--- src/rtl/bsa_pkg.sv ---
package bsa_pkg;
  localparam int CODE_W = 3;
  localparam int RANK_W = 3;
  localparam int SLOTS  = 2;

  typedef logic [CODE_W-1:0] speed_code_t;
  typedef logic [RANK_W-1:0] speed_rank_t;

  localparam speed_code_t CODE_RSVD    = 3'b111;
  localparam speed_code_t CODE_DEFAULT = 3'b101;
  localparam speed_rank_t RANK_RSVD    = 3'd7;

  // Non-monotonic code set mapped to ascending frequency rank.
  function automatic speed_rank_t code_to_rank(input speed_code_t c);
    speed_rank_t r;
    unique case (c)
      3'b101:  r = 3'd0;
      3'b001:  r = 3'd1;
      3'b011:  r = 3'd2;
      3'b010:  r = 3'd3;
      3'b000:  r = 3'd4;
      3'b100:  r = 3'd5;
      3'b110:  r = 3'd6;
      default: r = RANK_RSVD;
    endcase
    return r;
  endfunction
endpackage

--- src/rtl/bsa_rank_decode.sv ---
module bsa_rank_decode
  import bsa_pkg::*;
(
  input  speed_code_t code_i,
  input  logic        present_n_i,
  output speed_rank_t rank_o,
  output logic        rsvd_hit_o
);
  always_comb begin
    rank_o     = code_to_rank(code_i);
    rsvd_hit_o = !present_n_i && (code_i == CODE_RSVD);
  end
endmodule

--- src/rtl/bsa_slot_compare.sv ---
module bsa_slot_compare
  import bsa_pkg::*;
(
  input  speed_rank_t rank_a_i,
  input  speed_rank_t rank_b_i,
  input  logic        a_present_n_i,
  input  logic        b_present_n_i,
  output logic        pick_b_o,
  output logic        same_o
);
  logic a_in, b_in;

  always_comb begin
    a_in = !a_present_n_i;
    b_in = !b_present_n_i;
    unique case ({a_in, b_in})
      2'b11: begin
        pick_b_o = rank_a_i > rank_b_i;
        same_o   = rank_a_i == rank_b_i;
      end
      2'b10: begin
        pick_b_o = 1'b0;
        same_o   = 1'b0;
      end
      2'b01: begin
        pick_b_o = 1'b1;
        same_o   = 1'b0;
      end
      default: begin
        pick_b_o = 1'b1;
        same_o   = 1'b1;
      end
    endcase
  end
endmodule

--- src/rtl/bsa_ready_sync.sv ---
module bsa_ready_sync #(
  parameter int STAGES = 2
) (
  input  logic clk,
  input  logic rst_n,
  input  logic ready_async_i,
  output logic ready_sync_o,
  output logic unmask_o
);
  logic [STAGES-1:0] sync_q;
  logic [STAGES-1:0] sync_d;
  logic              unmask_q;
  logic              unmask_d;

  always_comb begin
    sync_d[0] = ready_async_i;
  end

  for (genvar s = 1; s < STAGES; s++) begin : g_stage
    always_comb sync_d[s] = sync_q[s-1];
  end

  always_comb begin
    unmask_d = unmask_q || sync_q[STAGES-1];
  end

  always_ff @(posedge clk or negedge rst_n) begin
    if (!rst_n) begin
      sync_q   <= '0;
      unmask_q <= 1'b0;
    end else begin
      sync_q   <= sync_d;
      unmask_q <= unmask_d;
    end
  end

  assign ready_sync_o = sync_q[STAGES-1];
  assign unmask_o     = unmask_q;
endmodule

--- src/rtl/bus_speed_arbiter.sv ---
module bus_speed_arbiter
  import bsa_pkg::*;
#(
  parameter int SYNC_STAGES = 2
) (
  input  logic              clk,
  input  logic              rst_n,
  input  logic              ref_ready,
  input  logic [CODE_W-1:0] slot_a_code,
  input  logic              slot_a_present_n,
  input  logic [CODE_W-1:0] slot_b_code,
  input  logic              slot_b_present_n,
  output logic [CODE_W-1:0] common_code,
  output logic              speed_match,
  output logic              a_not_slower,
  output logic              reserved_err
);
  speed_code_t code_in   [SLOTS];
  logic        pres_n_in [SLOTS];
  speed_rank_t rank      [SLOTS];
  logic        rsvd_hit  [SLOTS];

  assign code_in[0]   = slot_a_code;
  assign code_in[1]   = slot_b_code;
  assign pres_n_in[0] = slot_a_present_n;
  assign pres_n_in[1] = slot_b_present_n;

  for (genvar i = 0; i < SLOTS; i++) begin : g_slot
    bsa_rank_decode u_dec (
      .code_i      (code_in[i]),
      .present_n_i (pres_n_in[i]),
      .rank_o      (rank[i]),
      .rsvd_hit_o  (rsvd_hit[i])
    );
  end

  logic pick_b, same;
  bsa_slot_compare u_cmp (
    .rank_a_i      (rank[0]),
    .rank_b_i      (rank[1]),
    .a_present_n_i (slot_a_present_n),
    .b_present_n_i (slot_b_present_n),
    .pick_b_o      (pick_b),
    .same_o        (same)
  );

  logic ready_sync, unmask_q;
  bsa_ready_sync #(.STAGES(SYNC_STAGES)) u_sync (
    .clk           (clk),
    .rst_n         (rst_n),
    .ready_async_i (ref_ready),
    .ready_sync_o  (ready_sync),
    .unmask_o      (unmask_q)
  );

  speed_code_t sel_code, code_d, code_q;
  logic        match_d, match_q, ageb_d, ageb_q, err_d, err_q;

  always_comb begin
    sel_code = pick_b ? slot_b_code : slot_a_code;
    code_d   = unmask_q ? sel_code : CODE_DEFAULT;
    match_d  = same;
    ageb_d   = pick_b;
    err_d    = err_q || rsvd_hit[0] || rsvd_hit[1];
  end

  always_ff @(posedge clk or negedge rst_n) begin
    if (!rst_n) begin
      code_q  <= CODE_DEFAULT;
      match_q <= 1'b0;
      ageb_q  <= 1'b0;
      err_q   <= 1'b0;
    end else begin
      code_q  <= code_d;
      match_q <= match_d;
      ageb_q  <= ageb_d;
      err_q   <= err_d;
    end
  end

  assign common_code  = code_q;
  assign speed_match  = match_q;
  assign a_not_slower = ageb_q;
  assign reserved_err = err_q;
endmodule

--- config.mk ---
export PLATFORM = sky130hd
export DESIGN_NAME = bus_speed_arbiter
export DESIGN_NICKNAME = d
export VERILOG_FILES = /design/src/rtl/bsa_pkg.sv /design/src/rtl/bsa_rank_decode.sv /design/src/rtl/bsa_slot_compare.sv /design/src/rtl/bsa_ready_sync.sv /design/src/rtl/bus_speed_arbiter.sv
export SDC_FILE = /design/constraint.sdc
export NUM_CORES = 1
export LEC_CHECK = 0
export BUFFER_PORTS_ARGS = -buffer_cell sky130_fd_sc_hd__buf_2
export CORE_AREA = 4 4 41 43
export CTS_CLUSTER_SIZE = 20
export DETAILED_ROUTE_END_ITERATION = 12
export DIE_AREA = 0 0 45 47
export HOLD_SLACK_MARGIN = 0.1
export PLACE_DENSITY = 0.78
export SETUP_SLACK_MARGIN = 0.5
export SLEW_MARGIN = 20
export SYNTH_ARGS = -nofsm -noshare
export SYNTH_HDL_FRONTEND = slang
export SYNTH_SLANG_ARGS = --single-unit
--- constraint.sdc ---
create_clock -name clk -period 2.1 [get_ports clk]
set_clock_uncertainty 0.15 [all_clocks]
set_input_delay 0.42 -clock clk [delete_from_list [all_inputs] [get_ports clk]]
set_output_delay 0.42 -clock clk [all_outputs]
set_load 0.005 [all_outputs]
==> flow_summary.json <==
{
  "wire_per_inst_um": 11.9,
  "final_hold_viol_count": 0,
  "die-width_um": 45,
  "clk_pin_slew_ns": 0.06,
  "async_flop_share": 1.00,
  "start_kind": "input port",
  "synth_area_sq_um": 563,
  "rows": 13,
  "groute.usage.overall": 0.136,
  "htreeDepth": 1,
  "synth_edf_count": 0,
  "place_area_sq_um": 733,
  "setup_violations": 0,
  "status": "finished clean",
  "synth_cells": 53,
  "timing.setup.tns_ns": 0,
  "slowest_stage": "mux2_4",
  "synthMuxAreaShare": 0.111,
  "cts_made_buffers": 3,
  "synth_top_family_by_area": "compound AO/OA/AOI/OAI gates",
  "ant_nets": 0,
  "postSynthAreaPerCell_sq_um": 10.6,
  "drive_above_1_share": 0.570,
  "cts_tree": "built",
  "synth_compound_area_frac": 0.164,
  "synthAdderAreaFrac": 0.111,
  "crit_path_end_kind": "flop",
  "cpPeakStageDelay_ns": 0.31,
  "required_ns": 2.14,
  "worst-path-max-fanout": 3,
  "drc": 0,
  "io_pins": 17,
  "ys_seq_area_frac": 0.404,
  "insertedDiodeCount": 0,
  "cp_num_buf_inv": 1,
  "critPathArrivalTime_ns": 1.93,
  "reg2reg_setup_slack_ns": 1.14,
  "numPortBuffers": 16,
  "slew_headroom": 0.763,
  "fin_cells": 101,
  "fmaxAchievable_mhz": 528,
  "dp_hpwl_um": 932,
  "synth_ff_type": "dfrtp_1",
  "die_area_sq_um": 2120,
  "antenna_found_initial": 0,
  "wl_um": 1200,
  "drtIter0Drc": 5,
  "fin_crit_ns": 1.89,
  "syn2layout_area_growth_pct": 56.0,
  "insertion_delay_ns": 0.26,
  "synth_simple_gate_area_share": 0.107,
  "viasPerCell": 4.89,
  "synth_xor_area_frac": 0.0622,
  "ir_worst_vdd_uv": 436,
  "grt_pass1_wl_um": 1980,
  "synth.distinct_cells": 22,
  "placed_cells": 90,
  "ys_seq_elements": 9,
  "die_height_um": 47,
  "fillers": 107,
  "path_delay_family": "compound AO/OA/AOI/OAI gates",
  "grt_max_degree": 11,
  "hp-class": "flop to flop",
  "cts_buffer_depth": 2,
  "clock_tree.root_cell": "clkbuf_4",
  "drt_pass1_iterations": 3,
  "rsz0062_at_grt": "yes",
  "cts.sinks": 9,
  "dr_total_vias": 494,
  "synth_nets": 69,
  "gp_congestion": 0.822,
  "ys_warn_count": 0,
  "p_leak_uw": 0.000423,
  "powerDensity_nw_per_um2": 590,
  "grt_pass1_vias": 480,
  "grt-ovfl-total": 0,
  "start_util": 0.433,
  "critPathKind": "input port to flop",
  "min_period_over_period": 0.901,
  "fin_area_sq_um": 878,
  "cp_cell_sequence": "buf_2, xnor2_2, xnor2_1, ha_2, nand3_2, a21boi_4, mux2_4, a21o_1",
  "nets": 103,
  "slew_violations": 0,
  "drv_cap": 0,
  "worst_pin_slew_ns": 0.355,
  "core_sq_um": 1300
}
## where the power goes
part | switching, uW | total [uW] | internal (uW)
sequential | 2.77 | 193 | 190
combinational | 79.0 | 195 | 116
clock | 60.8 | 131 | 70.2
total | 143 | 518 | 376
## state kept, by name, summed over array words and instances (netlist names)
register / cells
reserved_err: 1
common_code: 3
speed_match: 1
a_not_slower: 1
u_sync.unmask_o: 1
u_sync.sync_q: 2
## kinds of logic (layout without fill, tap and decap cells)
family                     Yosys count  after routing
DFF                                  9              9
xor gates and xnor gates             4              4
AOI/OAI and AO/OA                   12             12
adders and majority gates            5              5
buffers and inverters                6             39
and+or+nand+nor                     11             11
muxes                                6              6
## synthesized netlist by cell type, types with 2 or more instances
cell type / n / share of area
a21o_1: 2 / 0.027
a41oi_1: 2 / 0.031
clkbuf_1: 3 / 0.020
dfrtp_1: 7 / 0.31
dfstp_2: 2 / 0.093
ha_1: 5 / 0.11
inv_1: 3 / 0.020
mux2_1: 2 / 0.040
mux2i_1: 4 / 0.071
nand2_1: 4 / 0.027
nand3b_1: 2 / 0.027
nor2_1: 2 / 0.013
o21ai_0: 4 / 0.036
xnor2_1: 3 / 0.047
## per-layer routing
metal / up-vias / global-route usage / part of all wire / wire (um)
li1: 249 / - / - / -
met1: 228 / 0.138 / 0.38 / 457
met2: 15 / 0.237 / 0.54 / 650
met3: 2 / 0.0690 / 0.071 / 85
met4: 0 / 0.0526 / 0.0083 / 10
met5: - / 0 / 0 / 0
## final timing paths
path	endpoint	cells after the start	startpoint
worst min-delay path	u_sync.sync_q[1]$_DFF_PN0_	0	u_sync.sync_q[0]$_DFF_PN0_
worst min register to register	u_sync.sync_q[1]$_DFF_PN0_	0	u_sync.sync_q[0]$_DFF_PN0_
max in group asynchronous	common_code[0]$_DFF_PN1_	2	rst_n
worst max register to register	u_sync.unmask_o$_DFF_PN0_	1	u_sync.unmask_o$_DFF_PN0_
min in group asynchronous	u_sync.unmask_o$_DFF_PN0_	2	rst_n
worst max-delay path	common_code[0]$_DFF_PN1_	8	slot_b_code[2]
## area by class of cell
class / instances / area [sq um] / area share
clock buffer: 3 / 22.5 / 0.0256
clock inverter: 1 / 5.00 / 0.00570
inverter: 3 / 11.3 / 0.0128
multi-input combinational: 38 / 362 / 0.412
sequential: 9 / 228 / 0.259
tap: 15 / 18.8 / 0.0214
timing repair buffer: 32 / 231 / 0.264
## cells in the final DEF (no fill, tap or decap), types with 2 or more instances in the layout
cell	count
a21o_1	2
mux2i_1	4
xnor2_1	2
inv_1	3
dlygate4sd3_1	2
ha_2	2
buf_4	13
nand3b_1	2
dfrtp_1	7
buf_6	3
clkbuf_4	3
ha_1	3
dfstp_2	2
buf_2	13
o21ai_0	3
mux2_4	2
nand2_1	4
## per-stage QoR
stage                      util  setup WS [ns]  hold WS, ns  total power, uW
after global placement    0.563        -0.0123        0.122              341
final                     0.675          0.207        0.210              518
after CTS                 0.638          0.232        0.108              504
after global routing      0.675          0.158        0.214              554
after floorplan               -         0.0453      -0.0256              289
after detailed placement  0.563        -0.0407        0.129              346
## what timing repair did
| item | CTS | global route |
|---|---|---|
| pin swaps | 5 | 8 |
| resized for setup | 9 | 8 |
| endpoints found under the setup margin | 4 | 5 |
| hold buffers | 1 | 1 |
| setup buffers | 3 | 2 |
| endpoints found under the hold margin | 9 | 1 |
Power figures use the tool's default switching activity.
